### src/rtl/bor_pkg.sv
package bor_pkg;

    // Decision taken for a byte offered on the link side
    typedef enum logic [1:0] {
        ACT_IDLE   = 2'd0,
        ACT_STORE  = 2'd1,
        ACT_REFUSE = 2'd2,
        ACT_DROP   = 2'd3
    } rx_act_e;

endpackage

### src/rtl/bor_fifo.sv
module bor_fifo #(
    parameter int DW    = 8,
    parameter int DEPTH = 16
) (
    input  logic                       clk,
    input  logic                       rst_n,
    input  logic                       push,
    input  logic [DW-1:0]              wdata,
    input  logic                       pop,
    output logic [DW-1:0]              rdata,
    output logic                       empty,
    output logic                       full,
    output logic [$clog2(DEPTH+1)-1:0] level
);
    localparam int AW = (DEPTH > 1) ? $clog2(DEPTH) : 1;
    localparam int LW = $clog2(DEPTH + 1);
    localparam logic [AW-1:0] LAST_IDX = AW'(DEPTH - 1);
    localparam logic [LW-1:0] FULL_LVL = LW'(DEPTH);

    typedef struct packed {
        logic [DEPTH-1:0][DW-1:0] mem;
        logic [AW-1:0]            wp;
        logic [AW-1:0]            rp;
        logic [LW-1:0]            lvl;
    } fifo_st_t;

    fifo_st_t st_d, st_q;
    logic     do_push, do_pop;

    function automatic logic [AW-1:0] bump(input logic [AW-1:0] p);
        return (p == LAST_IDX) ? '0 : p + 1'b1;
    endfunction

    always_comb begin
        st_d    = st_q;
        do_push = push && (st_q.lvl != FULL_LVL);
        do_pop  = pop && (st_q.lvl != '0);
        if (do_push) begin
            st_d.mem[st_q.wp] = wdata;
            st_d.wp           = bump(st_q.wp);
        end
        if (do_pop) begin
            st_d.rp = bump(st_q.rp);
        end
        case ({do_push, do_pop})
            2'b10:   st_d.lvl = st_q.lvl + 1'b1;
            2'b01:   st_d.lvl = st_q.lvl - 1'b1;
            default: st_d.lvl = st_q.lvl;
        endcase
    end

    always_ff @(posedge clk or negedge rst_n) begin
        if (!rst_n) begin
            st_q <= '0;
        end else begin
            st_q <= st_d;
        end
    end

    assign rdata = st_q.mem[st_q.rp];
    assign empty = (st_q.lvl == '0);
    assign full  = (st_q.lvl == FULL_LVL);
    assign level = st_q.lvl;

endmodule

### src/rtl/bor_ctrl.sv
module bor_ctrl
    import bor_pkg::*;
#(
    parameter int DW       = 8,
    parameter int CW       = 8,
    parameter int MAXP_RST = 15
) (
    input  logic          clk,
    input  logic          rst_n,
    input  logic          rx_valid,
    input  logic [DW-1:0] rx_data,
    input  logic          rx_last,
    input  logic          rx_err,
    input  logic          maxp_we,
    input  logic [CW-1:0] maxp_wdata,
    input  logic          clr_done,
    input  logic          fifo_full,
    output logic          push,
    output logic [DW-1:0] push_data,
    output logic          nak,
    output logic          done,
    output logic          err,
    output logic          irq,
    output logic [CW-1:0] count,
    output logic [CW-1:0] maxp
);
    // One extra count bit so a full 2**CW packet does not wrap the limit test
    typedef struct packed {
        logic          done;
        logic          err;
        logic          irq;
        logic [CW:0]   cnt;
        logic [CW-1:0] maxp;
    } ctrl_st_t;

    ctrl_st_t st_d, st_q;
    rx_act_e  act;

    always_comb begin
        act = ACT_IDLE;
        if (rx_valid) begin
            if (st_q.done) begin
                act = ACT_REFUSE;
            end else if ((st_q.cnt > {1'b0, st_q.maxp}) || fifo_full) begin
                act = ACT_DROP;
            end else begin
                act = ACT_STORE;
            end
        end

        st_d     = st_q;
        st_d.irq = 1'b0;

        if (maxp_we) begin
            st_d.maxp = maxp_wdata;
        end

        case (act)
            ACT_STORE: st_d.cnt = st_q.cnt + 1'b1;
            ACT_DROP:  st_d.err = 1'b1;
            default:   ;
        endcase

        if ((act == ACT_STORE) || (act == ACT_DROP)) begin
            if (rx_err) begin
                st_d.err = 1'b1;
            end
            if (rx_last) begin
                st_d.done = 1'b1;
                st_d.irq  = 1'b1;
            end
        end

        if (clr_done) begin
            st_d.done = 1'b0;
            st_d.err  = 1'b0;
            st_d.irq  = 1'b0;
            st_d.cnt  = '0;
        end
    end

    always_ff @(posedge clk or negedge rst_n) begin
        if (!rst_n) begin
            st_q      <= '0;
            st_q.maxp <= CW'(MAXP_RST);
        end else begin
            st_q <= st_d;
        end
    end

    assign push      = (act == ACT_STORE);
    assign push_data = rx_data;
    assign nak       = (act == ACT_REFUSE);
    assign done      = st_q.done;
    assign err       = st_q.err;
    assign irq       = st_q.irq;
    assign count     = st_q.cnt[CW-1:0];
    assign maxp      = st_q.maxp;

endmodule

### src/rtl/bulk_out_rx.sv
module bulk_out_rx #(
    parameter int DW    = 8,
    parameter int DEPTH = 16,
    parameter int CW    = 8
) (
    input  logic          clk,
    input  logic          rst_n,
    input  logic          rx_valid,
    input  logic [DW-1:0] rx_data,
    input  logic          rx_last,
    input  logic          rx_err,
    output logic          rx_nak,
    input  logic          maxp_we,
    input  logic [CW-1:0] maxp_wdata,
    output logic [CW-1:0] maxp,
    input  logic          clr_done,
    output logic          sts_done,
    output logic          sts_err,
    output logic          sts_fifo_ne,
    output logic [CW-1:0] rx_count,
    output logic          irq,
    input  logic          dma_en,
    output logic          dma_req,
    input  logic          drain_pop,
    output logic [DW-1:0] drain_data
);
    localparam int LW = $clog2(DEPTH + 1);

    logic          fifo_push;
    logic [DW-1:0] fifo_wdata;
    logic          fifo_empty;
    logic          fifo_full;
    logic [LW-1:0] fifo_level;

    bor_ctrl #(
        .DW       (DW),
        .CW       (CW),
        .MAXP_RST (DEPTH - 1)
    ) u_ctrl (
        .clk        (clk),
        .rst_n      (rst_n),
        .rx_valid   (rx_valid),
        .rx_data    (rx_data),
        .rx_last    (rx_last),
        .rx_err     (rx_err),
        .maxp_we    (maxp_we),
        .maxp_wdata (maxp_wdata),
        .clr_done   (clr_done),
        .fifo_full  (fifo_full),
        .push       (fifo_push),
        .push_data  (fifo_wdata),
        .nak        (rx_nak),
        .done       (sts_done),
        .err        (sts_err),
        .irq        (irq),
        .count      (rx_count),
        .maxp       (maxp)
    );

    bor_fifo #(
        .DW    (DW),
        .DEPTH (DEPTH)
    ) u_fifo (
        .clk   (clk),
        .rst_n (rst_n),
        .push  (fifo_push),
        .wdata (fifo_wdata),
        .pop   (drain_pop),
        .rdata (drain_data),
        .empty (fifo_empty),
        .full  (fifo_full),
        .level (fifo_level)
    );

    assign sts_fifo_ne = !fifo_empty;
    assign dma_req     = dma_en && !fifo_empty;

endmodule

### config.mk
export PLATFORM = sky130hd
export DESIGN_NAME = bulk_out_rx
export DESIGN_NICKNAME = d
export VERILOG_FILES = /design/src/rtl/bor_pkg.sv /design/src/rtl/bor_fifo.sv /design/src/rtl/bor_ctrl.sv /design/src/rtl/bulk_out_rx.sv
export SDC_FILE = /design/constraint.sdc
export NUM_CORES = 1
export LEC_CHECK = 0
export BUFFER_PORTS_ARGS = -buffer_cell sky130_fd_sc_hd__clkbuf_2
export CAP_MARGIN = 0
export CELL_PAD_IN_SITES_DETAIL_PLACEMENT = 1
export CELL_PAD_IN_SITES_GLOBAL_PLACEMENT = 1
export CORE_ASPECT_RATIO = 1.5
export CORE_MARGIN = 2
export CORE_UTILIZATION = 50
export DETAILED_ROUTE_END_ITERATION = 7
export GPL_ROUTABILITY_DRIVEN = 1
export PLACE_DENSITY = 0.85
export SYNTH_ARGS = -nofsm -noshare
export SYNTH_HDL_FRONTEND = slang
export SYNTH_HIERARCHICAL = 1
export SYNTH_SLANG_ARGS = --single-unit
### constraint.sdc
create_clock -name clk -period 5.6 [get_ports clk]
set_input_delay 0.56 -clock clk [delete_from_list [all_inputs] [get_ports clk]]
set_output_delay 0.56 -clock clk [all_outputs]
set_load 0.01 [all_outputs]
Word-level counts from Yosys, hierarchy flattened
Cells that the tools add are included.
- output and inout port bits: 30
- bits of input ports: 25
- register bits after elaboration: 161
- add/sub/neg operators: 5
- mux-type cells: 18
- reduce and logical (&&, ||, !) cells: 14
- order comparisons: 4
- equality and inequality tests: 9
- operators by type and width (operator ; count):
    bitwise mux 128 bit ; 1
    binary-select mux 8 bit (select 4 bit) ; 1
    demux 8 bit (select 4 bit) ; 1
    2-to-1 mux 8 bit ; 2
    2-to-1 mux 12 bit ; 1
    < comparator 4 x 5 -> 1 bit (second input constant) ; 2
    one-hot mux 5 bit (2 select lines) ; 1
    adder 9 x 1 -> 9 bit (second input constant) ; 1
    > comparator 9 x 8 -> 1 bit ; 1
    2-to-1 mux 9 bit ; 1
    adder 4 x 1 -> 4 bit (second input constant) ; 2
    == test 4 bit (second input constant) ; 2
    2-to-1 mux 4 bit ; 2
    nonzero test 2 bit ; 4
    == test 2 bit (second input constant) ; 3
    2-to-1 mux 2 bit ; 3
    adder 5 x 1 -> 5 bit (second input constant) ; 1
    == test 5 bit (second input constant) ; 1
    zero test 5 bit ; 1
    inequality test 5 bit (second input constant) ; 1
    nonzero test 5 bit ; 1
    subtractor 5 x 1 -> 5 bit (second input constant) ; 1
    == test 2 x 1 -> 1 bit (second input constant) ; 2
    >= comparator 4 x 1 -> 1 bit (second input constant) ; 1
    6 further kinds ; 13

Longest topological paths before layout
Gate-level depths: netlist of run 1.
- word-level depth: 10
- gate-level depth with buffers: 18
- depth with buffers taken out: 16

Hierarchy
The synthesis of run 1 kept the hierarchy.
- by module, submodules not included (module ; area each (um2) ; times used ; seq. area each (um2) ; cells an instance):
    bor_fifo ; 6896.6 ; 1 ; 3528.4 ; 485
    bor_ctrl ; 1303.8 ; 1 ; 505.5 ; 143
    bulk_out_rx ; 10.0 ; 1 ; 0.0 ; 2

Least setup slack after synthesis of run 1
Ideal clock, no wire load.
- kind: reg2reg
- from: register u_ctrl/maxp[2] (netlist name)
- to: register u_fifo.st_q, in the netlist u_fifo/level[4]
- clock period less this slack: 3.857 ns
- arrival: 3.728 ns
- required time: 5.471 ns
- cell stages (with the launch flop): 18
- setup slack: 1.743 ns
- path buffers: 2
- path through: dfstp_2 > inv_1 > ha_1 > a21oi_1 > o221ai_1 > o211a_2 > buf_6 > nor2_1 > a21boi_4 > buf_6 > inv_1 > ha_1 > ha_1 > nor2b_1 > o21ai_0 > a21oi_1 > or3b_2 > xnor2_1
- longest elaborated chain between the ends: 9
- elaborated cells between the ends (all ways): 11
- ends and longest elaborated chain (element ; line ; source):
    > comparator 9 x 8 -> 1 bit * ; bor_ctrl.sv:44 ; end else if ((st_q.cnt > {1'b0, st_q.maxp}) || fifo_full) begin
    logical OR 1 bit * ; bor_ctrl.sv:44 ;
    2-to-1 mux 2 bit * ; bor_ctrl.sv:44 ;
    2-to-1 mux 2 bit * ; bor_ctrl.sv:42 ; if (st_q.done) begin
    2-to-1 mux 2 bit * ; bor_ctrl.sv:41 ; if (rx_valid) begin
    == test 2 x 1 -> 1 bit * ; bor_ctrl.sv:91 ; assign push = (act == ACT_STORE);
    via fifo_push ; bulk_out_rx.sv:29 ; logic fifo_push;
    logical AND 1 bit * ; bor_fifo.sv:36 ; do_push = push && (st_q.lvl != FULL_LVL);
    == test 2 x 1 -> 1 bit / == test 2 bit (equally long branches) ; bor_fifo.sv:45 ; case ({do_push, do_pop})
    one-hot mux 5 bit (2 select lines) / nonzero test 2 bit (equally long branches) ; - ;
    end signal, assigned ; bor_fifo.sv:56 ; st_q <= st_d;
    end, declared ; bor_fifo.sv:27 ; fifo_st_t st_d, st_q;
Mark *: on every way through the listed nets, which the timed path passes. The rest lies on a longest branch.
A chain may end at the register's enable or synchronous reset.

Worst setup path after layout of run 1
- from: register u_ctrl/maxp[2] (netlist name)
- to: register u_fifo.st_q, in the netlist u_fifo/level[4]
- longest elaborated chain between the ends: 9
- elaborated cells between the ends (all ways): 11
- ends and longest elaborated chain (element ; line):
    > comparator 9 x 8 -> 1 bit * ; bor_ctrl.sv:44
    logical OR 1 bit * ; bor_ctrl.sv:44
    2-to-1 mux 2 bit * ; bor_ctrl.sv:44
    2-to-1 mux 2 bit * ; bor_ctrl.sv:42
    2-to-1 mux 2 bit * ; bor_ctrl.sv:41
    == test 2 x 1 -> 1 bit * ; bor_ctrl.sv:91
    via fifo_push ; bulk_out_rx.sv:29
    logical AND 1 bit * ; bor_fifo.sv:36
    == test 2 x 1 -> 1 bit / == test 2 bit (equally long branches) ; bor_fifo.sv:45
    one-hot mux 5 bit (2 select lines) / nonzero test 2 bit (equally long branches) ; -
Marked as above.

==> results of run 1 <==
==> sequential cells by signal, indices dropped and copies added (netlist names) <==
| name | flops |
|---|---|
| u_ctrl/err | 1 |
| u_ctrl/maxp | 8 |
| u_ctrl/irq | 1 |
| u_ctrl/count | 8 |
| u_fifo/st_q | 136 |
| u_ctrl/st_q | 1 |
| u_ctrl/done | 1 |
| u_fifo/level | 5 |
==> power by group through the flow <==
stage,clock network (mW),logic [mW],registers [mW]
after CTS,1.18,1.83,2.03
after global placement,0,1.67,1.96
after floorplan,0,1.46,1.82
final,1.16,1.81,2.03
after global routing,1.23,1.97,2.09
after detailed placement,0,1.78,2.02
==> worst paths after layout <==
path                                         startpoint                           end  slack (ns)
max in group asynchronous                         rst_n   u_fifo/st_q[75]$_DFFE_PN0P_        4.09
max                          u_ctrl/maxp[2]$_DFFE_PN1P_   u_fifo/level[4]$_DFFE_PN0P_        1.16
max reg2reg                  u_ctrl/maxp[2]$_DFFE_PN1P_   u_fifo/level[4]$_DFFE_PN0P_        1.16
min                                               rst_n  u_fifo/st_q[109]$_DFFE_PN0P_        0.20
min in group clk                          maxp_wdata[2]    u_ctrl/maxp[2]$_DFFE_PN1P_        0.34
min reg2reg                u_fifo/st_q[132]$_DFFE_PN0P_  u_fifo/st_q[132]$_DFFE_PN0P_        0.51
==> stage by stage <==
step	setup slack (ns)	area (µm²)	instances	power (mW)
2_1_floorplan	1.744	8173	625	3.273
3_3_place_gp	1.518	8388	832	3.630
3_5_place_dp	1.240	8388	832	3.806
4_1_cts	1.186	8971	864	5.048
5_1_grt	0.8897	8976	866	5.290
6_report	1.161	8976	866	5.006
==> cell type report <==
| type | instances | share of cell area |
|---|---|---|
| antenna | 2 | 0.0005576 |
| timing repair buffer | 58 | 0.03415 |
| tap | 206 | 0.02871 |
| inverter | 21 | 0.008782 |
| clock buffer | 18 | 0.04781 |
| clock inverter | 14 | 0.01715 |
| sequential | 161 | 0.4495 |
| multi-input combinational | 386 | 0.4133 |
==> critical path, cell delays in order (launching register included) <==
cell and delay (ns):
dfstp_2 0.54, inv_1 0.06, ha_1 0.32, a21oi_1 0.15, o221ai_1 0.14, o211a_2 0.37
nor2_1 0.26, a21boi_4 0.22, buf_4 0.43, inv_1 0.10, ha_1 0.27, ha_1 0.34
nor2b_1 0.15, o21ai_0 0.25, a21oi_1 0.11, or3b_2 0.46, xnor2_1 0.15
==> routing by layer <==
| layer | wire [µm] | vias to the layer above | track usage |
|---|---|---|---|
| met3 | 549 | 46 | 0.04099 |
| met4 | 807 | 0 | 0.1166 |
| met2 | 11510 | 123 | 0.4668 |
| li1 | - | 2300 | - |
| met5 | 0 | - | 0 |
| met1 | 7543 | 2797 | 0.2816 |
==> flow_summary.ini, run 1 <==
[timing]
worst-slew-pin-transition_ns = 1.003
max_clock_freq_ghz = 0.2253
fin_worst_skew_ns = 0.01238
rsz0062_at_grt = false
tns_ns = 0
setup_viol = 0
report.final.slew_viol_count = 0
holdWs_ns = 0.2035
period_share = 0.7927
finalCriticalPeriod_ns = 4.439
hold_violations = 0
timing.slew.headroom = 0.3316

[floorplanning]
initial_utilization = 0.5071
coreArea_um2 = 16120
io_pins = 55
rows = 57
die_area_um2 = 17410
die_h_um = 160.6
chipWidth_um = 108.4

[synthesis]
syn_nets = 669
synth_cells = 625
syn_area_um2 = 8173
yosysWarnings = 6
avgSynthCellArea_um2 = 13.08

[global_routing]
grt_pass1_wl_um = 33070
antenna_found_initial = 2
grt_usage = 0.2540
grt_pass1_vias = 5936
grt_max_degree = 103
grt-ovfl-total = 0

[clock_tree]
cts_resized = 0
root_buffer = clkbuf_16
htreeDepth = 4
clk_latency_ns = 0.43
clkTransAtPathRegs_ns = 0.07
cts_setup_buffers = 0
cts_max_path_buffers = 2
numClockSinks = 161
cts_buffers = 17
cts_tree = done
ctsHoldBuffers = 0

[power]
powerDensity_nw_per_um2 = 557.7
power.leakage_nw = 4.100
clockPowerShare = 0.232
p_seq_frac = 0.406
p_comb_frac = 0.362
swShare = 0.3605
vdd_ir_drop_max_uv = 208.5
p_sw_mw = 1.805
intPower_mw = 3.202

[critical_path]
cp.required_ns = 5.90
cp_data_arrival_time_ns = 4.74
reg2regPathDepth = 16
cp_max_fo = 23
cp-end-kind = flip-flop
cp-start-kind = flip-flop
critPathKind = reg -> reg

[drt]
drtIter0Drc = 218
route.detailed.drc = 0
via_count = 5266
routed_wirelength_um = 20410
dr.pass1.iters = 5
wl_per_cell_um = 23.57
vias_per_cell = 6.081
ant_nets = 0

[finish]
drive_gt1_frac = 0.4073
final_core_util = 0.5569
fillers = 1657
multi_input_area_um2 = 3710
final_common_cell = dfrtp_1
area.sequential_um2 = 4035
syn2layout_area_growth_pct = 9.829
finish.net_count = 689
mostFrequentLayoutCells = dfrtp_1, mux2_2, clkbuf_2, nand2_1, o21ai_0

[placed_design]
gp_congestion = 0.8313
io_buffer_count = 54
hpwl_um = 13500

[worst_hold_path]
hold_path.class = in -> async

[outcome]
outcome = finished, final reports clean

[job]
max_cap_viol_count = 0
Note: power is estimated with default switching activity, not from simulation.
==> run 2, diff against run 1 <==
Clock period 5.6 ns to 4.6 ns, I/O delays scaled along.
==> flow_summary.ini, run 2 (same netlist as run 1, synthesis figures left out) <==
[outcome]
outcome = finished, final reports clean

[finish]
drive_gt1_frac = 0.4058
finish.net_count = 690
mostFrequentLayoutCells = dfrtp_1, mux2_2, clkbuf_2, nand2_1, o21ai_0
area.sequential_um2 = 4035
largest_reg_flops = 136
fillers = 1655
syn2layout_area_growth_pct = 10.44
top_register = u_fifo/st_q
multi_input_area_um2 = 3710
final_core_util = 0.5600
final_common_cell = dfrtp_1

[worst_hold_path]
hold_path.class = in -> async

[critical_path]
cp_max_fo = 15
cp_data_arrival_time_ns = 4.32
cp.required_ns = 4.92
worst_path_most_repeated_cell = ha_1
cp-start-kind = flip-flop
cp_cell_sequence = inv_1 -> ha_1 -> a21oi_1 -> o221ai_1 -> o211a_2 -> nor2_1 -> a21boi_4 -> inv_1 -> ha_1 -> ha_1 -> nor2b_1 -> o21ai_0 -> a21oi_1 -> or3b_2 -> xnor2_1
reg2reg_from = u_ctrl/maxp[2]$_DFFE_PN1P_
reg2regPathDepth = 15
timing.rr.end = u_fifo/level[4]$_DFFE_PN0P_
critPathKind = reg -> reg
reg2reg_slack_ns = 0.60
critPathTopFamily = compound AO/OA/AOI/OAI gates
cp-end-kind = flip-flop
cpPeakStageDelay_ns = 0.53
crit_buf_inv = 2
crit_slowest_cell = dfstp_2

[timing]
rsz0062_at_grt = false
max_clock_freq_ghz = 0.2500
setup_viol = 0
timing.slew.headroom = 0.3045
holdWs_ns = 0.03163
finalCriticalPeriod_ns = 4.000
report.final.slew_viol_count = 0
tns_ns = 0
period_share = 0.8695
hold_violations = 0
fin_worst_skew_ns = 0.01243
worst_slack_ns = 0.6003
worst-slew-pin-transition_ns = 1.043

[global_routing]
antenna_found_initial = 1
grt_max_degree = 72
grt_pass1_wl_um = 33960
grt_pass1_vias = 5912
grt-ovfl-total = 0
grt_usage = 0.2603

[drt]
route.detailed.drc = 0
dr.pass1.iters = 4
vias_per_cell = 5.966
wl_met2_um = 11410
top_layer = met4
routed_wirelength_um = 20820
via_count = 5161
drtIter0Drc = 248
wl_met3_um = 702
ant_nets = 0
wl_per_cell_um = 24.07
wl_met1_um = 7955

[power]
power.leakage_nw = 4.133
vdd_ir_drop_max_uv = 284.9
total_power_mw = 6.225
powerDensity_nw_per_um2 = 689.6

[placed_design]
gp_congestion = 0.8164
hpwl_um = 13590
dp_slack_ns = 0.6940
io_buffer_count = 54

[clock_tree]
cts_tree = done
cts_max_path_buffers = 2
ctsHoldBuffers = 0
root_buffer = clkbuf_16
numClockSinks = 161
cts_buffers = 17
clk_latency_ns = 0.42
cts_resized = 0
cts_setup_buffers = 0
clkTransAtPathRegs_ns = 0.06
htreeDepth = 4

[floorplanning]
chipWidth_um = 108.4
coreArea_um2 = 16120
die_h_um = 160.6
die_area_um2 = 17410
initial_utilization = 0.5071
io_pins = 55
rows = 57

[job]
max_cap_viol_count = 0
run 2: cell types whose count changed in the layout (fill, tap and decap cells not counted), sizes merged:
cell      delta
diode        -1
buf          +1
clkinv       +1
clkbuf       +5
inv          -5
bufinv       +1
clkinvlp     -3
run 2: stage by stage:
| step | area (µm²) | cells |
|---|---|---|
| 3_3_place_gp | 8408 | 833 |
| 3_5_place_dp | 8408 | 833 |
| 5_1_grt | 9026 | 865 |
| 2_1_floorplan | 8173 | 625 |
| 6_report | 9026 | 865 |
| 4_1_cts | 9024 | 864 |
run 2: worst max-delay path by stage:
| stage | startpoint | endpoint | slack, ns | cells after the start |
|---|---|---|---|---|
| floorplan | u_ctrl/maxp[2]$_DFFE_PN1P_ | u_fifo/level[4]$_DFFE_PN0P_ | 0.74 | 17 |
| global placement | u_ctrl/maxp[2]$_DFFE_PN1P_ | u_fifo/level[4]$_DFFE_PN0P_ | 0.94 | 15 |
| detailed placement | u_ctrl/maxp[2]$_DFFE_PN1P_ | u_fifo/level[4]$_DFFE_PN0P_ | 0.69 | 15 |
| CTS | u_ctrl/maxp[2]$_DFFE_PN1P_ | u_fifo/level[4]$_DFFE_PN0P_ | 0.61 | 15 |
| global route | u_ctrl/maxp[2]$_DFFE_PN1P_ | u_fifo/level[4]$_DFFE_PN0P_ | 0.35 | 15 |
| finish | u_ctrl/maxp[2]$_DFFE_PN1P_ | u_fifo/level[4]$_DFFE_PN0P_ | 0.60 | 15 |
run 2: report_power, final:
group          switching (mW)  total (mW)  internal, mW
combinational            1.13        2.25          1.13
clock                   0.567        1.48         0.910
sequential              0.514        2.49          1.98
run 2: routing by layer:
| metal | vias up | track usage |
|---|---|---|
| met5 | - | 0 |
| met4 | 0 | 0.1031 |
| li1 | 2306 | - |
| met2 | 131 | 0.4697 |
| met1 | 2673 | 0.3002 |
| met3 | 51 | 0.04830 |
run 2: area by class of cell:
cell class	count	area share
Clock inverter	8	0.01414
Tap cell	206	0.02856
Inverter	21	0.008733
Antenna cell	1	0.0002772
Sequential cell	161	0.4470
Timing Repair Buffer	59	0.03618
Multi-Input combinational cell	386	0.4110
Clock buffer	23	0.05406
run 2: worst register-to-register path: cells and delay by family, from the launching register on:
family                     cells  cell delay [ns]
buffers and inverters          2             0.12
adders and majority gates      3             0.91
DFF                            1             0.53
AOI/OAI and AO/OA              6             1.24
xor gates and xnor gates       1             0.21
and+or+nand+nor                3             0.89
